===== src/rtl/l3f_pkg.sv =====
package l3f_pkg;
  typedef enum logic {IP_V4 = 1'b0, IP_V6 = 1'b1} ip_kind_e;
  typedef struct packed {
    logic en;
    logic inv;
  } fld_ctl_t;
endpackage


===== src/rtl/l3f_mask_gen.sv =====
// Converts a don't-care count into a keep mask: bit i is kept when i >= count.
module l3f_mask_gen #(
  parameter int W  = 32,
  parameter int CW = $clog2(W)
) (
  input  logic [CW-1:0] cnt,
  output logic [W-1:0]  keep
);
  for (genvar i = 0; i < W; i++) begin : g_bit
    assign keep[i] = (CW'(i) >= cnt);
  end
endmodule


===== src/rtl/l3f_field_cmp.sv =====
// Masked equality of one address field with optional inversion.
module l3f_field_cmp
  import l3f_pkg::*;
#(
  parameter int W = 32
) (
  input  logic [W-1:0] addr,
  input  logic [W-1:0] ref_addr,
  input  logic [W-1:0] keep,
  input  fld_ctl_t     ctl,
  output logic         ok
);
  logic differs;
  assign differs = |((addr ^ ref_addr) & keep);
  // match = !differs; result = match XOR inv, disabled field always passes
  assign ok = !ctl.en || (differs == ctl.inv);
endmodule


===== src/rtl/l3f_out_stage.sv =====
// One-entry verdict register with valid/ready hand-off.
module l3f_out_stage (
  input  logic clk,
  input  logic rst_n,
  input  logic take,
  input  logic pass_in,
  input  logic out_ready,
  output logic out_valid,
  output logic out_pass,
  output logic in_ready
);
  assign in_ready = !out_valid || out_ready;

  always_ff @(posedge clk or negedge rst_n) begin
    if (!rst_n) begin
      out_valid <= 1'b0;
      out_pass  <= 1'b0;
    end else if (take) begin
      out_valid <= 1'b1;
      out_pass  <= pass_in;
    end else if (out_ready) begin
      out_valid <= 1'b0;
    end
  end

  assert_hold_R10: assert property (@(posedge clk) disable iff (!rst_n)
    (out_valid && !out_ready) |=> (out_valid && $stable(out_pass)));

  assert_take_R9: assert property (@(posedge clk) disable iff (!rst_n)
    take |=> out_valid);
endmodule


===== src/rtl/l3_addr_filter.sv =====
module l3_addr_filter
  import l3f_pkg::*;
#(
  parameter int V4_W = 32,
  parameter int V6_W = 128
) (
  input  logic            clk,
  input  logic            rst_n,
  input  logic            in_valid,
  output logic            in_ready,
  input  logic            in_is_v6,
  input  logic [V6_W-1:0] in_src_addr,
  input  logic [V6_W-1:0] in_dst_addr,
  input  logic            cfg_dst_en,
  input  logic            cfg_dst_inv,
  input  logic            cfg_src_en,
  input  logic            cfg_src_inv,
  input  logic [$clog2(V4_W)-1:0] cfg_dst_cnt,
  input  logic [$clog2(V4_W)-1:0] cfg_src_cnt,
  input  logic [V6_W-1:0] cfg_dst_ref,
  input  logic [V6_W-1:0] cfg_src_ref,
  output logic            out_valid,
  input  logic            out_ready,
  output logic            out_pass
);
  localparam int CNT4_W = $clog2(V4_W);
  localparam int CNT6_W = $clog2(V6_W);
  localparam int HI_W   = CNT6_W - CNT4_W;

  fld_ctl_t dst_ctl, src_ctl, v6_ctl;
  ip_kind_e kind;
  assign dst_ctl = '{en: cfg_dst_en, inv: cfg_dst_inv};
  assign src_ctl = '{en: cfg_src_en, inv: cfg_src_inv};
  assign kind    = ip_kind_e'(in_is_v6);

  // IPv4 path: one mask per field
  logic [V4_W-1:0] keep4_dst, keep4_src;
  logic ok4_dst, ok4_src;

  l3f_mask_gen #(.W(V4_W)) u_mask4_dst (.cnt(cfg_dst_cnt), .keep(keep4_dst));
  l3f_mask_gen #(.W(V4_W)) u_mask4_src (.cnt(cfg_src_cnt), .keep(keep4_src));

  l3f_field_cmp #(.W(V4_W)) u_cmp4_dst (
    .addr(in_dst_addr[V4_W-1:0]), .ref_addr(cfg_dst_ref[V4_W-1:0]),
    .keep(keep4_dst), .ctl(dst_ctl), .ok(ok4_dst));
  l3f_field_cmp #(.W(V4_W)) u_cmp4_src (
    .addr(in_src_addr[V4_W-1:0]), .ref_addr(cfg_src_ref[V4_W-1:0]),
    .keep(keep4_src), .ctl(src_ctl), .ok(ok4_src));

  // IPv6 path: one shared comparator, destination wins when both enabled
  logic [CNT6_W-1:0] cnt6;
  logic [V6_W-1:0]   keep6, addr6, ref6;
  logic              ok6;
  assign cnt6   = {cfg_dst_cnt[HI_W-1:0], cfg_src_cnt};
  assign addr6  = cfg_dst_en ? in_dst_addr : in_src_addr;
  assign ref6   = cfg_dst_en ? cfg_dst_ref : cfg_src_ref;
  assign v6_ctl = cfg_dst_en ? dst_ctl : src_ctl;

  l3f_mask_gen #(.W(V6_W)) u_mask6 (.cnt(cnt6), .keep(keep6));
  l3f_field_cmp #(.W(V6_W)) u_cmp6 (
    .addr(addr6), .ref_addr(ref6), .keep(keep6), .ctl(v6_ctl), .ok(ok6));

  logic verdict, take;
  assign verdict = (kind == IP_V6) ? ok6 : (ok4_dst && ok4_src);
  assign take    = in_valid && in_ready;

  l3f_out_stage u_out (
    .clk(clk), .rst_n(rst_n), .take(take), .pass_in(verdict),
    .out_ready(out_ready), .out_valid(out_valid), .out_pass(out_pass),
    .in_ready(in_ready));

  assert_nofield_R5: assert property (@(posedge clk) disable iff (!rst_n)
    (take && !cfg_dst_en && !cfg_src_en) |=> out_pass);

  assert_exact_R1: assert property (@(posedge clk) disable iff (!rst_n)
    (take && !in_is_v6 && cfg_dst_en && !cfg_dst_inv && !cfg_src_en &&
     in_dst_addr[V4_W-1:0] == cfg_dst_ref[V4_W-1:0]) |=> out_pass);

  assert_inverse_R3: assert property (@(posedge clk) disable iff (!rst_n)
    (take && !in_is_v6 && cfg_dst_en && cfg_dst_inv &&
     in_dst_addr[V4_W-1:0] == cfg_dst_ref[V4_W-1:0]) |=> !out_pass);

  assert_v6dst_R7: assert property (@(posedge clk) disable iff (!rst_n)
    (take && in_is_v6 && cfg_dst_en && !cfg_dst_inv &&
     in_dst_addr == cfg_dst_ref) |=> out_pass);
endmodule


===== config.mk =====
export PLATFORM = sky130hd
export DESIGN_NAME = l3_addr_filter
export DESIGN_NICKNAME = d
export VERILOG_FILES = /design/src/rtl/l3f_pkg.sv /design/src/rtl/l3f_mask_gen.sv /design/src/rtl/l3f_field_cmp.sv /design/src/rtl/l3f_out_stage.sv /design/src/rtl/l3_addr_filter.sv
export SDC_FILE = /design/constraint.sdc
export NUM_CORES = 1
export LEC_CHECK = 0
export ABC_CLOCK_PERIOD_IN_PS = 1290
export BUFFER_PORTS_ARGS = -buffer_cell sky130_fd_sc_hd__buf_4
export CAP_MARGIN = 15
export CELL_PAD_IN_SITES_DETAIL_PLACEMENT = 1
export CELL_PAD_IN_SITES_GLOBAL_PLACEMENT = 1
export CORE_AREA = 3 3 207 209
export DETAILED_ROUTE_END_ITERATION = 10
export DIE_AREA = 0 0 210 212
export PLACE_DENSITY = 0.67
export SYNTH_ARGS = -nofsm -noshare
export SYNTH_HDL_FRONTEND = slang
export SYNTH_HIERARCHICAL = 1
export SYNTH_SLANG_ARGS = --single-unit

===== constraint.sdc =====
create_clock -name clk -period 1.29 [get_ports clk]
set_input_delay 0.129 -clock clk [delete_from_list [all_inputs] [get_ports clk]]
set_output_delay 0.129 -clock clk [all_outputs]
set_load 0.01 [all_outputs]

# Word-level counts from Yosys, hierarchy flattened
# Index checks and enable logic that the tools add are counted.
[word_totals] register_bits=2 input_bits=531 elab_cells=223 output_inout_bits=3
[op_classes] n_eq_ne=3 n_mux=6 bitwise=6 magnitude_cmp=192 reduce_logical=14
[ops] op="7-bit >= comparator (first input constant)" count=64
[ops] op="128-bit two-way mux" count=2
[ops] op="6-bit by 7-bit >= comparator with 1-bit output (first input constant)" count=32
[ops] op="5-bit >= comparator (first input constant)" count=32
[ops] op="128-bit AND" count=1
[ops] op="128-bit OR reduction" count=1
[ops] op="128-bit bitwise XOR" count=1
[ops] op="5-bit by 7-bit >= comparator with 1-bit output (first input constant)" count=16
[ops] op="4-bit by 5-bit >= comparator with 1-bit output (first input constant)" count=16
[ops] op="32-bit AND" count=2
[ops] op="32-bit OR reduction" count=2
[ops] op="32-bit bitwise XOR" count=2
[ops] op="4-bit by 7-bit >= comparator with 1-bit output (first input constant)" count=8
[ops] op="3-bit by 5-bit >= comparator with 1-bit output (first input constant)" count=8
[ops] op="3-bit by 7-bit >= comparator with 1-bit output (first input constant)" count=4
[ops] op="1-bit by 5-bit >= comparator with 1-bit output (first input constant)" count=4
[ops] op="2-bit by 5-bit >= comparator with 1-bit output (first input constant)" count=4
[ops] op="1-bit by 7-bit >= comparator with 1-bit output (first input constant)" count=2
[ops] op="2-bit by 7-bit >= comparator with 1-bit output (first input constant)" count=2
[ops] op="1-bit logical NOT" count=4
[ops] op="1-bit logical OR" count=4
[ops] op="1-bit == test" count=3
[ops] op="1-bit two-way mux" count=3
[ops] op="1-bit logical AND" count=2
[ops] op="2 further kinds" count=2

# Longest topological paths before layout
# Gate-level depths: netlist (run 1).
[depth] word_depth=7 depth_mapped=13 depth_no_buf=10

# Cells and area by module
# The synthesis (run 1) kept the hierarchy.
[modules_own_cells] mod="l3_addr_filter" seq_area_each_um2=0.0 area_each_um2=3981.3 instances=1 cells_each=291
[modules_own_cells] mod="l3f_field_cmp (u_cmp6)" seq_area_each_um2=0.0 area_each_um2=1760.4 instances=1 cells_each=216
[modules_own_cells] mod="l3f_mask_gen (u_mask6)" seq_area_each_um2=0.0 area_each_um2=1123.6 instances=1 cells_each=209
[modules_own_cells] mod="l3f_field_cmp (u_cmp4_dst ...)" seq_area_each_um2=0.0 area_each_um2=459.2 instances=2 cells_each=56
[modules_own_cells] mod="l3f_mask_gen (u_mask4_dst ...)" seq_area_each_um2=0.0 area_each_um2=256.5 instances=2 cells_each=46
[modules_own_cells] mod="l3f_out_stage" seq_area_each_um2=50.0 area_each_um2=80.1 instances=1 cells_each=5

# Worst setup path after synthesis (run 1)
# Ideal clock, no wire load.
[synth_path] kind="input to register" from="in cfg_dst_en" to="reg u_out.out_pass" setup_ps=125 required_ps=1165 cell_stages=13 path_slack_ps=-1162 arrival_ps=2327 path_cell_list="buf_6 buf_6 buf_6 mux2_4 xor2_1 a22oi_1 nand4_1 nor4_1 nand4_1 mux2_1 nand2_1 o21ai_0 mux2_4"
[synth_between] elab_chain_len=7 word_cells_on_any_way=13 classes_between="eq/ne (1); mux (4); bitwise (2); reduce/logical (6)"
[synth_lines] element="start, declared" line_no="l3_addr_filter.sv:14" rtl="input logic cfg_dst_en,"
[synth_lines] element="128-bit two-way mux" line_no="l3_addr_filter.sv:56" rtl="assign ref6 = cfg_dst_en ? cfg_dst_ref : cfg_src_ref;"
[synth_lines] element="named net ref6[55]" line_no="l3_addr_filter.sv:52" rtl="logic [V6_W-1:0] keep6, addr6, ref6;"
[synth_lines] element="128-bit bitwise XOR" line_no="l3f_field_cmp.sv:14" rtl="assign differs = |((addr ^ ref_addr) & keep);"
[synth_lines] element="128-bit AND" line_no="l3f_field_cmp.sv:14"
[synth_lines] element="128-bit OR reduction" line_no="l3f_field_cmp.sv:14"
[synth_lines] element="1-bit == test" line_no="l3f_field_cmp.sv:16" rtl="assign ok = !ctl.en || (differs == ctl.inv);"
[synth_lines] element="1-bit logical OR" line_no="l3f_field_cmp.sv:16"
[synth_lines] element="named net ok6" line_no="l3_addr_filter.sv:53" rtl="logic ok6;"
[synth_lines] element="1-bit two-way mux" line_no="l3_addr_filter.sv:64" rtl="assign verdict = (kind == IP_V6) ? ok6 : (ok4_dst && ok4_src);"
[synth_lines] element="named net verdict" line_no="l3_addr_filter.sv:63" rtl="logic verdict, take;"
[synth_lines] element="end signal, assigned" line_no="l3f_out_stage.sv:20" rtl="out_pass <= pass_in;"
[synth_lines] element="end, declared" line_no="l3f_out_stage.sv:9" rtl="output logic out_pass,"
# The timed path passes the listed nets, and every way through them passes these cells.
# A chain may end at the register's enable or synchronous reset.

# Worst setup path in the final report (run 1)
# Same ends and word-level chain as after synthesis.

==> results of run 1 <==
[routing by layer]
metal	up-vias	global-route usage, %
met3	70	4.353
met2	435	41.85
met1	4860	25.40
met4	4	6.998
li1	4865	-
met5	-	0
[logic make-up (layout without fill, tap and decap cells)]
kind of cell    count (synthesis)  in the layout  synth area share [%]
compound gates                225            225                 17.57
xor+xnor                      192            192                 20.07
buf+inv                        94            827                 7.438
flops                           2              2                0.5975
mux                           261            261                 44.14
other cells                     3              5                0.1344
simple gates                  148            148                 10.05
[critical path: cells and delay by family]
| family | cells | cell delay (ns) |
|---|---|---|
| buf+inv | 5 | 0.87 |
| mux | 3 | 0.85 |
| simple gates | 4 | 0.76 |
| compound gates | 2 | 0.28 |
| xor+xnor | 1 | 0.17 |
[cells in the mapped netlist, types with 4 or more instances]
cell type  instances
a21o_1             4
nand2b_1           4
mux2_2            56
nand4_1           25
xor2_1           192
nand3_1            4
a31oi_1           12
buf_6             30
clkbuf_1          20
o21a_1             4
mux2_4           202
inv_1             14
or2_2             10
or3_1              6
and2_1            12
buf_2             27
nor2_2             7
and3_1             8
o21ai_0           46
nand2_1           33
nor2_1            20
a22oi_1           96
a21oi_1           42
o31ai_1           10
[path summary, 6_finish.rpt]
path                                       from               to  slack [ns]
max in group asynchronous                 rst_n  u_out/out_valid        0.94
worst max-delay path                 cfg_dst_en   u_out/out_pass       -1.70
min in group clk                      out_ready  u_out/out_valid        0.30
worst min-delay path                      rst_n   u_out/out_pass        0.24
worst min register to register   u_out/out_pass   u_out/out_pass        0.56
worst max register to register  u_out/out_valid   u_out/out_pass        0.20
[flip-flops by register name, indices dropped and copies added (netlist names)]
register         flops
u_out/out_valid      1
u_out/out_pass       1
[power by group through the flow]
stage               clock network (mW)  logic [mW]  registers [mW]
finish                           0.475        5.83          0.0807
global route                     0.486        6.21          0.0804
CTS                              0.480        5.89          0.0798
detailed placement                   0        5.80          0.0805
global placement                     0        5.74          0.0811
floorplan                            0        2.69          0.0831
[per-stage QoR]
step | setup WS [ns] | util (%) | setup TNS (ns) | instances | cell area [um^2]
finish | -1.704 | 36.12 | -1.704 | 2192 | 14820
detailed placement | -2.167 | 35.64 | -2.167 | 2184 | 14620
CTS | -1.682 | 36.11 | -1.682 | 2190 | 14810
floorplan | -1.129 | - | -1.129 | 925 | 8546
global route | -1.851 | 36.12 | -1.851 | 2192 | 14820
global placement | -2.144 | 35.64 | -2.144 | 2184 | 14620
[timing repair]
action | in CTS | in global routing
resized for setup | 19 | 0
hold buffers | 1 | 0
pin swaps | 6 | 1
gates cloned | 0 | 0
setup buffers | 2 | 0
hold endpoints to repair | 2 | 0
setup endpoints to repair | 1 | 1
[area by class of cell]
class	instances	area, um^2
Multi-Input combinational cell	829	7767
Sequential cell	2	50.05
Timing Repair Buffer	810	6201
Fill cell	4886	26200
Clock buffer	3	75.07
Inverter	14	52.55
Tap cell	532	665.6
Antenna cell	2	5.005
==> results.cfg, run 1 <==
[status]
outcome = finished, violations left
violations = setup timing

[critical_path]
crit_chain = buf_8 > buf_12 > buf_4 > buf_4 > mux2_4 > xor2_1 > a22oi_1 > nand4_1 > nor4_2 > nand4_1 > buf_4 > mux2_4 > nand2_1 > o21ai_1 > mux2_4
critPathRequiredTime_ns = 1.39
worstPathMaxFanout = 14
critPathArrivalTime_ns = 3.10
slowest_stage = nor4_2
critPathKind = in2reg
cp-end-kind = register
cp-start-kind = primary input
slowest_delay_ns = 0.33
reg2regPathDepth = 3

[synthesis]
synth_area_um2 = 8377
synthesis.instances = 925
ys_warn_count = 6
ys.flop_type = dfrtp_1
synth_area_leader_cell = mux2_4
synth-edff-count = 0
ys_async_sr_fraction_pct = 100.0
ys_seq_elements = 2
synth_area_leaders = mux2_4 (36%), xor2_1 (20%), a22oi_1 (8.6%)
ys_seq_area_share_pct = 0.5975
synth_cell_types = 44
synth_area_per_cell_um2 = 9.056
syn_nets = 1456
synth_top_area_share_pct = 36.21

[pwr]
p_comb_share_pct = 91.3
swShare_pct = 42.21
power.internal_mw = 3.689
switchingPower_mw = 2.695
seq_power_share_pct = 1.3
clock_power_share_pct = 7.4
power_mw = 6.385
power_density_nw_per_um2 = 430.9
ir_worst_vdd_uv = 381.9
p_leak_nw = 7.535

[global_routing]
antenna_found_initial = 4
grt_max_degree = 24
grt_use_total_pct = 22.28
grt_pass1_wl_um = 73260
grt_pass1_vias = 11470
grt-ovfl-total = 0

[finish]
syn2layout_area_growth_pct = 76.88
nets = 2191
layout-drive-gt1-share_pct = 67.19
final_cell_mix = buf_4 (797), mux2_4 (203), xor2_1 (191)
final_common_cell = buf_4

[sta]
setup_viol = 1
slew_violations = 0
finClkSkew_ns = 0.005782
period_needed_ns = 2.994
tightest_slew_ns = 0.6325
grt_setup_unrepaired = yes
relSlewSlack_pct = 57.69
finalWorstSetupSlack_ns = -1.704
finalHoldViolCount = 0
finalCritPeriodShare_pct = 232.1
fmaxAchievable_mhz = 334.0
whs_ns = 0.2440

[drt]
firstDrtPassIters = 5
drt_first_iter_violations = 479
vias_per_cell = 4.669
dr_wl_met3_um = 3629
wl_per_cell_um = 24.38
top_layer_used = met5
drtAntennaViolNets = 0
dr_total_vias = 10230
wl_met2_um = 27450
wl_met1_um = 20490
routed_wl_um = 53440
route.detailed.drc = 0

[die]
fp-row-count = 74
ios = 534
die_x_um = 210
die_y_um = 212
coreArea_um2 = 41020
die_area_um2 = 44520
initial_core_util_pct = 20.42

[cts]
numCtsBuffers = 3
cts.sink_count = 2
clock_latency_ns = 0.22
htreeDepth = 1
cts_tree = built
clock_path_buffers = 2
cts-root-buf = clkbuf_16
clkTransAtPathRegs_ns = 0.03

[flow_run]
cap_viol_max_count = 0

[placement]
io_buffers = 533
dpl.hpwl_um = 48110
gp_congestion = 0.9086

[hold_path]
hold_path_class = in2async
Note: power is estimated with default switching activity, not from simulation.
==> inputs of run 2 (changes only) <==
PLACE_DENSITY = 0.63   (was 0.67)
SYNTH_HIERARCHICAL = not set   (was 1)
==> results.cfg, run 2 <==
[drt]
firstDrtPassIters = 5
route.detailed.drc = 0
routed_wl_um = 50540
drtAntennaViolNets = 0
drt_first_iter_violations = 574
dr_total_vias = 9990
vias_per_cell = 4.576
wl_per_cell_um = 23.15

[cts]
numCtsBuffers = 3
htreeDepth = 1
clock_path_buffers = 2
clkTransAtPathRegs_ns = 0.03
clock_latency_ns = 0.22
cts_tree = built
cts-root-buf = clkbuf_16
cts.sink_count = 2

[pwr]
power_density_nw_per_um2 = 467.3
ir_worst_vdd_uv = 587.0
p_leak_nw = 6.034
power_mw = 6.077

[status]
violations = setup timing
outcome = finished, violations left

[die]
die_area_um2 = 44520
die_y_um = 212
fp-row-count = 74
ios = 534
die_x_um = 210
initial_core_util_pct = 14.72
coreArea_um2 = 41020

[global_routing]
grt_pass1_vias = 11100
grt-ovfl-total = 0
grt_use_total_pct = 21.48
grt_pass1_wl_um = 71030
grt_max_degree = 29
antenna_found_initial = 0

[critical_path]
critPathArrivalTime_ns = 2.58
worstPathMaxFanout = 14
cp-end-kind = register
cp-start-kind = primary input
critPathRequiredTime_ns = 1.38
critPathKind = in2reg

[synthesis]
ys.flop_type = dfrtp_1
syn_nets = 1400
synthesis.instances = 869
synth_most_common_cell = xnor2_1
synth_area_per_cell_um2 = 6.949
synth_cell_types = 76
synth_top_area_share_pct = 24.37
ys_seq_area_share_pct = 0.8288
ys_async_sr_fraction_pct = 100.0
synth_area_leaders = xnor2_1 (24%), xor2_1 (13%), mux2i_1 (8.5%)
synth_area_leader_cell = xnor2_1
synth-edff-count = 0
ys_warn_count = 0
synth_area_um2 = 6038
ys_seq_elements = 2
synth_common_cells = xnor2_1 (168), nand2_1 (90), xor2_1 (90)

[finish]
n_fill_cell = 5119
nets = 2184
diodes = 0
syn2layout_area_growth_pct = 115.4
layout-drive-gt1-share_pct = 53.24
final_cell_mix = buf_4 (824), xnor2_1 (168), xor2_1 (90)
final_area_um2 = 13010
final_common_cell = buf_4
largestRegisters = u_out.out_pass x1, u_out.out_valid x1

[sta]
grt_setup_unrepaired = yes
finalCritPeriodShare_pct = 192.7
finalHoldViolCount = 0
finalWorstSetupSlack_ns = -1.196
slew_violations = 0
tightest_slew_ns = 0.6728
setup_viol = 1
tns_ns = -1.196
whs_ns = 0.1573
relSlewSlack_pct = 54.67
fmaxAchievable_mhz = 402.3
finClkSkew_ns = 0.003313
period_needed_ns = 2.486

[placement]
dpl.hpwl_um = 45990
io_buffers = 533
place_area_um2 = 12750
gp_congestion = 1.004

[hold_path]
hold_path_class = in2reg

[flow_run]
cap_viol_max_count = 0
run 2: changes by cell type after synthesis, moves of 15 or more:
cell	before	now
mux2_4	202	0
a22oi_1	96	10
buf_6	30	2
xor2_1	192	90
mux2_2	56	4
nand4_1	25	8
nor2_1	20	60
o211ai_1	0	15
nand3_1	4	19
nand2_1	33	90
mux2i_1	0	51
xnor2_1	0	168
run 2: cell type report:
| type | instances | area [um^2] | share of cell area [%] |
|---|---|---|---|
| Clock buffer | 3 | 75.07 | 0.5773 |
| Tap cell | 532 | 665.6 | 5.118 |
| Inverter | 10 | 42.54 | 0.3271 |
| Timing Repair Buffer | 833 | 6347 | 48.81 |
| Multi-Input combinational cell | 803 | 5824 | 44.79 |
| Sequential cell | 2 | 50.05 | 0.3848 |
run 2: routing by layer:
metal	GRT usage, %	up-vias	routed length, um
met1	25.32	4666	19670
met2	39.72	515	25520
li1	-	4726	-
met3	3.777	83	3753
met5	0	-	0
met4	6.533	0	1591
run 2: worst max-delay path: stages:
cell,delay [ns]
buf_4,0.19
buf_4,0.19
a311o_1,0.30
buf_4,0.17
a221oi_1,0.07
or4_1,0.56
a211oi_1,0.26
o211ai_1,0.21
a211o_1,0.29
nand3_1,0.11
o211ai_2,0.08
run 2: repair_timing:
item,CTS,global route
endpoints found under the hold margin,2,0
resized for setup,23,10
hold buffers,1,0
pin swaps,7,3
buffers inserted,4,0
endpoints found under the setup margin,1,1
run 2: kinds of logic after synthesis:
kind of cell             after synthesis  synth area share, %
AO/OA/AOI/OAI                        236                27.00
XOR/XNOR                             258                37.42
adder cells (fa/ha/maj)                3               0.4973
buffers and inverters                 64                5.284
flip-flops                             2               0.8289
multiplexers                          55                9.200
AND/OR/NAND/NOR                      251                19.77
run 2: through the flow:
step | utilization, % | worst slack [ns] | cells
2_1_floorplan | - | -0.8601 | 869
3_3_place_gp | 31.08 | -1.735 | 2175
3_5_place_dp | 31.08 | -1.846 | 2175
4_1_cts | 31.59 | -1.172 | 2183
5_1_grt | 31.71 | -1.301 | 2183
6_report | 31.71 | -1.196 | 2183
run 2: power breakdown:
part	switching, mW	internal, mW	total [mW]	leakage [nW]
sequential	0.00560	0.0707	0.0763	0.0228
clock	0.0808	0.395	0.476	0.0370
combinational	2.55	2.97	5.52	5.97
run 2: final timing paths:
| kind | slack, ns | to | startpoint | cells past startpoint |
|---|---|---|---|---|
| max in group asynchronous | 0.95 | u_out.out_pass | rst_n | 2 |
| min in group asynchronous | 0.23 | u_out.out_valid | rst_n | 2 |
| hold reg to reg | 0.52 | u_out.out_pass | u_out.out_pass | 2 |
| hold / removal | 0.16 | u_out.out_valid | in_valid | 2 |
| setup reg to reg | 0.25 | u_out.out_pass | u_out.out_valid | 4 |
| setup / recovery | -1.20 | u_out.out_pass | cfg_src_cnt[3] | 11 |
==> inputs of run 3 (changes only) <==
BUFFER_PORTS_ARGS = -buffer_cell sky130_fd_sc_hd__buf_2   (was -buffer_cell sky130_fd_sc_hd__buf_4)
==> results.cfg, run 3 (same netlist as run 2, synthesis figures left out) <==
[die]
initial_core_util_pct = 14.72
ios = 534
die_y_um = 212
die_area_um2 = 44520
fp-row-count = 74
die_x_um = 210
coreArea_um2 = 41020

[cts]
clock_latency_ns = 0.22
clock_path_buffers = 2
numCtsBuffers = 3
cts_tree = built
htreeDepth = 1
cts-root-buf = clkbuf_16
cts.sink_count = 2
clkTransAtPathRegs_ns = 0.03

[placement]
gp_congestion = 1.023
io_buffers = 533
dpl.hpwl_um = 46200
dp.cells = 2188

[finish]
largestRegisters = u_out.out_pass x1, u_out.out_valid x1
instances_no_fill = 2202
syn2layout_area_growth_pct = 99.03
final_cell_mix = buf_2 (531), buf_4 (293), xnor2_1 (163)
layout-drive-gt1-share_pct = 54.20
nets = 2199
final_util_pct = 29.30
final_common_cell = buf_2

[hold_path]
hold_path_class = in2reg

[sta]
tightest_slew_ns = 0.6138
slew_violations = 0
grt_setup_unrepaired = yes
finalHoldViolCount = 0
fmaxAchievable_mhz = 407.3
finClkSkew_ns = 0.002126
whs_ns = 0.1595
relSlewSlack_pct = 58.65
tns_ns = -1.165
finalCritPeriodShare_pct = 190.3
finalWorstSetupSlack_ns = -1.165
setup_viol = 1
period_needed_ns = 2.455

[global_routing]
grt_max_degree = 22
grt_pass1_wl_um = 71010
grt-ovfl-total = 0
grt_use_total_pct = 21.67
grt_pass1_vias = 11040
antenna_found_initial = 5

[critical_path]
cp-start-kind = primary input
worstPathMaxFanout = 9
critPathKind = in2reg
crit_top_cell = a211o_1
crit_chain = buf_2 > buf_6 > buf_4 > nand2_2 > o31a_1 > a211o_1 > a2111o_1 > nor4_2 > o211ai_1 > a211o_1 > nand3_2 > o211ai_2
cp-end-kind = register
slowest_delay_ns = 0.48
critPathArrivalTime_ns = 2.55
critPathRequiredTime_ns = 1.38
slowest_stage = a2111o_1

[pwr]
p_comb_share_pct = 90.3
switchingPower_mw = 2.708
clock_power_share_pct = 8.4
swShare_pct = 46.87
power.internal_mw = 3.070
p_leak_nw = 5.749
ir_worst_vdd_uv = 294.8
seq_power_share_pct = 1.3
power_density_nw_per_um2 = 480.8

[drt]
route.detailed.drc = 0
dr_total_vias = 10030
vias_per_cell = 4.557
routed_wl_um = 51470
drtAntennaViolNets = 0
firstDrtPassIters = 5
drt_first_iter_violations = 514
wl_per_cell_um = 23.37

[flow_run]
cap_viol_max_count = 0

[status]
outcome = finished, violations left
violations = setup timing
-- run 3: changes by cell type in the layout (fill, tap and decap cells not counted), sizes merged --
cell | previous run | this run
diode | 0 | 4
clkbuf | 3 | 4
bufbuf | 0 | 1
buf | 832 | 844
inv | 10 | 11
-- run 3: final cells by class --
class | instances | area [um^2]
Multi-Input combinational cell | 803 | 5883
Sequential cell | 2 | 50.05
Timing Repair inverter | 1 | 8.758
Tap cell | 532 | 665.6
Fill cell | 5184 | 29000
Timing Repair Buffer | 847 | 5275
Antenna cell | 4 | 10.01
Clock buffer | 3 | 75.07
Inverter | 10 | 50.05
-- run 3: critical path: cells and delay by family --
| family | cells | cell delay, ns |
|---|---|---|
| buffers and inverters | 3 | 0.44 |
| AOI/OAI and AO/OA | 6 | 1.65 |
| and+or+nand+nor | 3 | 0.32 |
-- run 3: metrics by stage --
step,worst slack (ns),cell area (um^2),power (mW)
CTS,-1.086,11940,5.800
floorplan,-0.8601,6111,1.951
global placement,-1.629,11580,5.111
detailed placement,-1.634,11580,5.123
global route,-1.269,12020,6.189
finish,-1.165,12020,5.778
-- run 3: worst paths after layout --
path | from | end | slack [ns] | cells past startpoint
max | cfg_src_cnt[2] | u_out.out_pass | -1.17 | 12
min | in_valid | u_out.out_valid | 0.16 | 2
max reg2reg | u_out.out_valid | u_out.out_pass | 0.25 | 4
min reg2reg | u_out.out_pass | u_out.out_pass | 0.51 | 2
max in group asynchronous | rst_n | u_out.out_pass | 0.90 | 2
min in group asynchronous | rst_n | u_out.out_valid | 0.25 | 2
-- run 3: power by group through the flow --
stage | Combinational [mW] | Clock [mW] | Sequential [mW]
after floorplan | 1.87 | 0 | 0.0786
after global placement | 5.03 | 0 | 0.0778
after detailed placement | 5.05 | 0 | 0.0767
after CTS | 5.22 | 0.505 | 0.0760
after global routing | 5.60 | 0.509 | 0.0770
final | 5.22 | 0.484 | 0.0755
-- run 3: per-layer routing --
metal  vias to the layer above  wire length (um)  track usage, %
li1                       4758                 -               -
met4                         2              1542           6.394
met3                        72              2811           2.922
met2                       469             25920           40.02
met5                         -                 9               0
met1                      4733             21190           26.19
-- run 3: what timing repair did --
item	in CTS	in global routing
pin swaps	5	5
resized for setup	44	15
endpoints found under the hold margin	2	0
buffers inserted	3	1
endpoints found under the setup margin	1	1
gates cloned	2	0
hold buffers	1	0
